--- config.mk ---
export PLATFORM = sky130hd
export DESIGN_NAME = vir_resolver
export DESIGN_NICKNAME = d
export VERILOG_FILES = /design/src/rtl/vir_pkg.sv /design/src/rtl/vir_slot_table.sv /design/src/rtl/vir_lowest.sv /design/src/rtl/vir_resolver.sv
export SDC_FILE = /design/constraint.sdc
export NUM_CORES = 1
export LEC_CHECK = 0
export ABC_AREA = 1
export BUFFER_PORTS_ARGS = -buffer_cell sky130_fd_sc_hd__buf_4
export CELL_PAD_IN_SITES_DETAIL_PLACEMENT = 0
export CELL_PAD_IN_SITES_GLOBAL_PLACEMENT = 1
export CORE_UTILIZATION = 45
export CTS_CLUSTER_DIAMETER = 30
export DETAILED_ROUTE_END_ITERATION = 16
export PLACE_DENSITY_LB_ADDON = 0.25
export SLEW_MARGIN = 10
export SYNTH_ARGS = -nofsm -noshare
export SYNTH_HDL_FRONTEND = slang
export SYNTH_SLANG_ARGS = --single-unit
--- constraint.sdc ---
create_clock -name clk -period 3.46 [get_ports clk]
set_clock_uncertainty 0.15 [all_clocks]
set_input_delay 0.692 -clock clk [delete_from_list [all_inputs] [get_ports clk]]
set_output_delay 0.692 -clock clk [all_outputs]
set_load 0.02 [all_outputs]
--- src/rtl/vir_pkg.sv ---
package vir_pkg;
  localparam int WORD_W   = 11;
  localparam int LOW_W    = 8;
  localparam int FLAG_VEC = 8;
  localparam int FLAG_UA  = 9;
  localparam int FLAG_UB  = 10;

  typedef enum logic [1:0] {
    K_IDLE = 2'd0,
    K_VEC  = 2'd1,
    K_UA   = 2'd2,
    K_UB   = 2'd3
  } kind_e;
endpackage

--- src/rtl/vir_slot_table.sv ---
module vir_slot_table #(
  parameter int NSRC  = 32,
  parameter int NSLOT = 16,
  localparam int SRCW  = $clog2(NSRC),
  localparam int SLOTW = $clog2(NSLOT)
) (
  input  logic             clk,
  input  logic             rst_n,
  input  logic             wr_go,
  input  logic [SLOTW-1:0] wr_slot,
  input  logic             wr_enable,
  input  logic [SRCW-1:0]  wr_src,
  input  logic [NSRC-1:0]  req,
  output logic             hit,
  output logic [SRCW-1:0]  hit_src
);
  logic [NSLOT-1:0] en_q;
  logic [SRCW-1:0]  src_q [NSLOT];
  logic [NSLOT-1:0] match;

  always_ff @(posedge clk or negedge rst_n) begin
    if (!rst_n) begin
      en_q <= '0;
      for (int i = 0; i < NSLOT; i++) src_q[i] <= '0;
    end else if (wr_go) begin
      en_q[wr_slot]  <= wr_enable;
      src_q[wr_slot] <= wr_src;
    end
  end

  for (genvar g = 0; g < NSLOT; g++) begin : g_match
    assign match[g] = en_q[g] & req[src_q[g]];
  end

  // lowest slot index takes priority
  always_comb begin
    hit     = |match;
    hit_src = '0;
    for (int i = NSLOT - 1; i >= 0; i--) begin
      if (match[i]) hit_src = src_q[i];
    end
  end

  // a reported match always points at a raised request
  a_r3_hit_is_live: assert property (@(posedge clk) disable iff (!rst_n)
    hit |-> req[hit_src]);
  // no requests means no match
  a_r3_quiet_no_hit: assert property (@(posedge clk) disable iff (!rst_n)
    (req == '0) |-> !hit);
endmodule

--- src/rtl/vir_lowest.sv ---
module vir_lowest #(
  parameter int W = 32,
  localparam int IW = $clog2(W)
) (
  input  logic [W-1:0]  vec,
  output logic          any,
  output logic [IW-1:0] idx
);
  always_comb begin
    any = |vec;
    idx = '0;
    for (int i = W - 1; i >= 0; i--) begin
      if (vec[i]) idx = IW'(i);
    end
  end
endmodule

--- src/rtl/vir_resolver.sv ---
module vir_resolver #(
  parameter int NSRC  = 32,
  parameter int NSLOT = 16,
  localparam int SRCW  = $clog2(NSRC),
  localparam int SLOTW = $clog2(NSLOT),
  localparam int NUMW  = $clog2(2 * NSRC)
) (
  input  logic             clk,
  input  logic             rst_n,
  input  logic             cfg_we,
  input  logic             cfg_ctl,
  input  logic [SLOTW-1:0] cfg_slot,
  input  logic             cfg_en,
  input  logic [SRCW-1:0]  cfg_src,
  input  logic [NSRC-1:0]  req_a,
  input  logic [NSRC-1:0]  req_b,
  output logic [10:0]      vec_word,
  output logic             irq
);
  import vir_pkg::*;

  logic [1:0][NSRC-1:0] req_all;
  logic [1:0]           hit;
  logic [SRCW-1:0]      hit_src [2];
  logic [1:0]           any;
  logic [SRCW-1:0]      low [2];

  assign req_all[0] = req_a;
  assign req_all[1] = req_b;

  for (genvar c = 0; c < 2; c++) begin : g_ctl
    vir_slot_table #(.NSRC(NSRC), .NSLOT(NSLOT)) u_tab (
      .clk       (clk),
      .rst_n     (rst_n),
      .wr_go     (cfg_we && (cfg_ctl == c[0])),
      .wr_slot   (cfg_slot),
      .wr_enable (cfg_en),
      .wr_src    (cfg_src),
      .req       (req_all[c]),
      .hit       (hit[c]),
      .hit_src   (hit_src[c])
    );
    vir_lowest #(.W(NSRC)) u_low (
      .vec (req_all[c]),
      .any (any[c]),
      .idx (low[c])
    );
  end

  function automatic logic [NUMW-1:0] f_num(input logic c, input logic [SRCW-1:0] s);
    f_num = (c ? NUMW'(NSRC) : NUMW'(0)) + NUMW'(s);
  endfunction

  kind_e             kind;
  logic [NUMW-1:0]   num;
  logic [WORD_W-1:0] word_d;
  logic              irq_d;

  always_comb begin
    kind = K_IDLE;
    num  = '0;
    if (hit[0]) begin
      kind = K_VEC; num = f_num(1'b0, hit_src[0]);
    end else if (hit[1]) begin
      kind = K_VEC; num = f_num(1'b1, hit_src[1]);
    end else if (any[0]) begin
      kind = K_UA;  num = f_num(1'b0, low[0]);
    end else if (any[1]) begin
      kind = K_UB;  num = f_num(1'b1, low[1]);
    end
  end

  always_comb begin
    word_d = '0;
    word_d[LOW_W-1:0] = LOW_W'(num);
    case (kind)
      K_VEC:   word_d[FLAG_VEC] = 1'b1;
      K_UA:    word_d[FLAG_UA]  = 1'b1;
      K_UB:    word_d[FLAG_UB]  = 1'b1;
      default: word_d = '0;
    endcase
    irq_d = (kind != K_IDLE);
  end

  always_ff @(posedge clk or negedge rst_n) begin
    if (!rst_n) begin
      vec_word <= '0;
      irq      <= 1'b0;
    end else begin
      vec_word <= word_d;
      irq      <= irq_d;
    end
  end

  // idle inputs give an idle word
  a_r1_idle_word: assert property (@(posedge clk) disable iff (!rst_n)
    (req_a == '0 && req_b == '0) |=> (vec_word == 11'h000));
  // flag field is one-hot or empty
  a_r2_flag_onehot: assert property (@(posedge clk) disable iff (!rst_n)
    $onehot0(vec_word[10:8]));
  // a slot match forces a vectored result
  a_r5_vec_first: assert property (@(posedge clk) disable iff (!rst_n)
    (|hit) |=> vec_word[FLAG_VEC]);
  // second-controller unvectored result blocked by any first-controller request
  a_r7_b_after_a: assert property (@(posedge clk) disable iff (!rst_n)
    (|req_a) |=> !vec_word[FLAG_UB]);
  // lowest-source finder points at a raised line
  a_r6_lowest_live: assert property (@(posedge clk) disable iff (!rst_n)
    any[0] |-> req_a[low[0]]);
  // irq tracks a non-zero word
  a_r10_irq_tracks: assert property (@(posedge clk) disable iff (!rst_n)
    irq == (vec_word != 11'h000));
endmodule

Word level (Yosys, flattened, before mapping)
Cells that the tools add are included.
{ "word_totals": {"register_bits": 204, "latchBits": 0, "ram_bits": 0, "romBits": 0, "in_bits": 78, "output_inout_bits": 12, "memories": 0} }
{ "classes": {"add_sub_neg": 2, "multipliers": 0, "n_div": 0, "magnitude_cmp": 36, "eq_ne": 3, "shifts": 0, "muxes": 180, "bitwise_logic": 34, "n_reduce_logical": 10} }
{ "ops": {"columns": ["op", "n"], "rows": [
  ["5-bit two-way mux", 97],
  ["5-bit by 6-bit < comparator with 1-bit output, second input constant", 32],
  ["1-bit binary-select mux with 5-bit select", 32],
  ["80-bit bitwise mux", 2],
  ["32-bit OR reduction", 2],
  ["1-bit two-way mux", 36],
  ["1-bit bitwise AND", 32],
  ["16-bit bitwise mux", 2],
  ["16-bit OR reduction", 2],
  ["6-bit two-way mux", 5],
  ["5-bit demux with 4-bit select", 1],
  ["6-bit by 5-bit adder with 6-bit output, first input constant", 2],
  ["2-bit two-way mux", 4],
  ["5-bit >= comparator, second input constant", 1],
  ["4-bit by 5-bit < comparator with 1-bit output, second input constant", 1],
  ["5-bit by 1-bit < comparator with 1-bit output, second input constant", 1],
  ["4-bit inverter with 5-bit output", 1],
  ["1-bit demux with 4-bit select", 1],
  ["2-bit == test, second input constant", 2],
  ["4-bit by 1-bit >= comparator with 1-bit output, second input constant", 1],
  ["1-bit logical AND", 4],
  ["3-bit OR reduction", 1],
  ["2-bit by 1-bit == test with 1-bit output, second input constant", 1],
  ["2-bit nonzero test", 1],
  ["1-bit inverter", 1]
]} }

Depth between registers and ports, before layout
{ "logic_depth": {"word_depth": 38, "depth_mapped": 36, "ltp_nobuf": 35} }

By module
Synthesis repeated with hierarchy kept, for this count alone.
{ "hier_totals": {"hier_cells": 3388, "hier_area_um2": 20119.3} }
{ "by_module_without_submodules": {"columns": ["module", "n_inst", "cells_per_inst", "area_each_um2", "seq_area_each_um2"], "rows": [
  ["vir_slot_table", 2, 1554, 9342.7, 2402.3],
  ["vir_lowest", 2, 107, 470.5, 0.0],
  ["vir_resolver", 1, 66, 493.0, 250.2]
]} }

Worst setup path after synthesis
Ideal clock, no wire load.
{ "synth_timing": {"path_kind": "in2reg", "from": "in req_b[31]", "to": "reg vec_word[3]", "setup_ns": 0.119, "arrival_time_ns": 2.601, "required_time_ns": 3.191, "setup_slack_ns": 0.590, "stages": 18, "cell_sequence": "buf_2 > buf_2 > o21ai_0 > o211ai_1 > nand3_1 > nand3_1 > nand2_1 > inv_1 > nand2_1 > inv_2 > nor3_2 > nand4_2 > nor4_4 > inv_2 > nor2_4 > nand2_1 > nand2_1 > nor2_1"} }
{ "synth_between": {"elab_chain_len": 38} }
{ "synth_rtl": {"columns": ["element", "line_no", "text"], "rows": [
  ["from (decl)", "vir_resolver.sv:16", "input logic [NSRC-1:0] req_b,"],
  ["5-bit two-way mux (32 in a row)", "vir_lowest.sv:13", "if (vec[i]) idx = IW'(i);"],
  ["6-bit by 5-bit adder with 6-bit output", "vir_resolver.sv:51", "f_num = (c ? NUMW'(NSRC) : NUMW'(0)) + NUMW'(s);"],
  ["6-bit two-way mux", "vir_resolver.sv:68", "end else if (any[1]) begin"],
  ["6-bit two-way mux", "vir_resolver.sv:66", "end else if (any[0]) begin"],
  ["6-bit two-way mux", "vir_resolver.sv:64", "end else if (hit[1]) begin"],
  ["6-bit two-way mux", "vir_resolver.sv:62", "if (hit[0]) begin"],
  ["6-bit two-way mux (*)", "vir_resolver.sv:76", "case (kind)"],
  ["named net word_d[3]", "vir_resolver.sv:56", "logic [WORD_W-1:0] word_d;"],
  ["to (signal assigned)", "vir_resolver.sv:90", "vec_word <= word_d;"],
  ["to (decl)", "vir_resolver.sv:17", "output logic [10:0] vec_word,"]
]} }
Mark *: on every way through the listed nets, which the timed path passes. The rest lies on a longest branch. The select of a mux whose other input is x is not followed.
A chain may end at the register's enable or synchronous reset.

Final worst setup path
{ "layout_timing": {"from": "reg g_ctl[0].u_tab.src_q[60] in the netlist's numbering", "to": "reg vec_word[0]"} }
{ "layout_between": {"elab_chain_len": 9} }
{ "layout_rtl": {"columns": ["element", "line_no", "text"], "rows": [
  ["from (decl)", "vir_slot_table.sv:18", "logic [SRCW-1:0] src_q [NSLOT];"],
  ["from (signal, indexed assignment)", "vir_slot_table.sv:27", "src_q[wr_slot] <= wr_src;"],
  ["parallel branches: the longest is 8 deep, another holds 16-bit OR reduction", null, null],
  ["6-bit two-way mux (*)", "vir_resolver.sv:76", null],
  ["named net word_d[0]", "vir_resolver.sv:56", null]
]} }
Mark *: on every way through the listed nets, which the timed path passes. The select of a mux whose other input is x is not followed.

==> out/metrics.csv <==
metric,value,unit
multi_input_area,12100,um^2
p_total,14200,uW
arrival,3.54,ns
grt_overflow_total,0,
max_freq,312,MHz
maxCapViolations,0,
synth_area_leader_cell,dfrtp_1,
slew_headroom,0.549,
diodes,0,
cts_buffer_depth,3,
die_x,210,um
required,3.79,ns
cts_tree,yes,
netlist.area_leader.share,0.260,
synthCells,3229,
place_ws,-0.226,ns
final-max-slew-violation-count,0,
endpoint_kind,flop,
hold_depth,3,
slowest_delay,0.47,ns
wl_per_cell,22.0,um
critPathKind,flop to flop,
path_clk_slew,0.05,ns
root_buffer,clkbuf_16,
cp_slowest_cell,or4_4,
syn_area,19500,um^2
rsz0062_at_grt,no,
dp_hpwl,61.9,mm
drt_iter0_markers,3147,
initial_utilization,0.460,
worst_pin_slew,0.675,ns
post-route-drc-count,0,
setup_violations,0,
htree_levels,2,
cp_cell_sequence,inv_1 -> a21oi_1 -> o21ai_0 -> nand3_1 -> nand3_1 -> nand2_1 -> o211ai_1 -> nand4_1 -> or4_4 -> nor2_4 -> inv_2 -> a21oi_1 -> a21oi_2,
rows,75,
postCtsSetupBuffers,0,
drt-total-wl,86.8,mm
p_per_area,617,nW/um^2
synthArstFlopShare,1.00,
numCtsBuffers,48,
synth_seq_cells,202,
synth_edf_count,0,
fin_crit_sh,0.928,
ioPinCount,90,
ys_seq_area_frac,0.260,
min_period,3.21,ns
grt_pass1_vias,21900,
grt_start_max_net_pins,66,
status,completed,
core_area,42300,um^2
grt_pass1_wl,130,mm
gp_congestion,0.968,
port_buffers,87,
antenna_left,0,
ys.flop_type,dfrtp_1,
r2r_cells,13,
timing.hold.ws,0.321,ns
fill_cells,4214,
syn_to_final_growth,18.5,%
cp-start-kind,flop,
synth_cell_type_count,47,
final-seq-area,5060,um^2
die_y,210,um
crit_buf_inv,2,
ys_warn_count,0,
drt-pass1-iter-count,10,
max-vdd-ir-drop,0.419,mV
gr-usage-all-layers,0.384,
synthTopCellsByArea,"dfrtp_1 26%, o21ai_0 18%, a21oi_1 15%",
leakage,0.0101,uW
hold_viol,0,
cts.sinks,202,
insertion_delay,0.59,ns
cp_top_family,simple AND/OR/NAND/NOR gates,
cp_max_fo,23,
antenna_found_initial,0,
setup_ws,0.250,ns
vias,24200,
holdCritPathClass,input pin to flop,
syn-mean-instance-area,6.03,um^2
cp.depth,13,
die_area,44100,um^2
drive_gt1_frac,0.141,
nets,3403,
viasPerCell,6.15,
worst reg2reg max path: stages (launching register included):
cell,delay (ns)
dfrtp_1,0.37
inv_1,0.42
a21oi_1,0.13
o21ai_0,0.10
nand3_1,0.11
nand3_1,0.11
nand2_1,0.08
o211ai_1,0.34
nand4_1,0.22
or4_4,0.47
nor2_4,0.18
inv_2,0.12
a21oi_1,0.21
a21oi_2,0.08
routing by layer:
metal,vias to the layer above,global-route usage,wire [um]
met2,1412,0.594,38000
met4,0,0.181,3880
met3,242,0.0644,9200
met5,-,0,0
li1,11300,-,-
met1,11200,0.520,35700
through the flow:
step / setup TNS [ns] / instance area (um^2) / std cells / utilization
finish: 0 / 23100 / 3938 / 0.545
detailed placement: -1.31 / 21400 / 3851 / 0.505
floorplan: 0 / 19500 / 3230 / -
CTS: 0 / 23100 / 3938 / 0.545
global route: 0 / 23100 / 3938 / 0.545
global placement: -1.12 / 21400 / 3851 / 0.505
placed cells by master (no fill, tap or decap), types with 7 or more instances in the layout:
cell type  netlist  layout
o21ai_0        699     698
nand2_1        602     602
a21oi_1        591     591
nand3_1        324     324
buf_4           30     277
dfrtp_1        202     196
inv_1          186     186
nor2_1          90      90
o21ai_1         81      82
clkbuf_16        0      48
o211ai_1        44      44
inv_2           43      43
clkinv_1        33      33
buf_12           0      18
clkbuf_8         0      12
o211ai_2         9       9
clkinv_2         0       7
clkbuf_1       107       7
state kept, by name, summed over array words and instances (netlist names):
signal	count
vec_word	9
irq	1
g_ctl.u_tab.src_q	160
g_ctl.u_tab.en_q	32
final timing paths:
kind,startpoint,end,slack (ns)
worst max register to register,g_ctl[0].u_tab.src_q[60],vec_word[0],0.25
worst max-delay path,g_ctl[0].u_tab.src_q[60],vec_word[0],0.25
max in group asynchronous,rst_n,g_ctl[0].u_tab.src_q[65],1.78
min in group asynchronous,rst_n,g_ctl[1].u_tab.src_q[60],0.50
worst min-delay path,cfg_src[2],g_ctl[1].u_tab.src_q[12],0.32
worst min register to register,g_ctl[0].u_tab.en_q[8],g_ctl[0].u_tab.en_q[8],0.34
cells in the mapped netlist (all sizes together), types with 3 or more instances:
master	n
nor2	100
a21oi	595
nor4	3
nand2	606
nor3	8
o21a	3
nand3	332
buf	143
inv	233
dfrtp	202
o211ai	54
a21boi	4
nand4	5
clkinv	33
clkbuf	110
o21ai	780
nand3b	6
cell families (layout without fill, tap and decap cells):
family | after synthesis | after routing | share of synthesized area
AND/OR/NAND/NOR | 1063 | 1063 | 0.238
flip-flops | 202 | 202 | 0.260
buffers and inverters | 519 | 650 | 0.118
AO/OA/AOI/OAI | 1444 | 1444 | 0.384
other | 1 | 2 | 0.000193
final cells by class:
type	instances	share of cell area
multi-input cells	2509	0.526
repair buffers	298	0.107
clock inverters	20	0.0126
clock buffers	66	0.0598
flip-flops and latches	202	0.220
inverters	266	0.0437
well taps	577	0.0313
where the power goes:
group / switching [uW] / leakage (uW) / internal (uW) / total (uW)
clock network: 1460 / 0.000810 / 3140 / 4610
logic: 3910 / 0.00672 / 2150 / 6060
registers: 737 / 0.00260 / 2830 / 3560
total: 6110 / 0.0101 / 8120 / 14200
what timing repair did:
action	CTS	global route
endpoints found under the hold margin	53	0
hold buffers	1	0
setup endpoints to repair	0	5
gates resized for setup	0	9
Note: power is estimated with default switching activity, not from simulation.
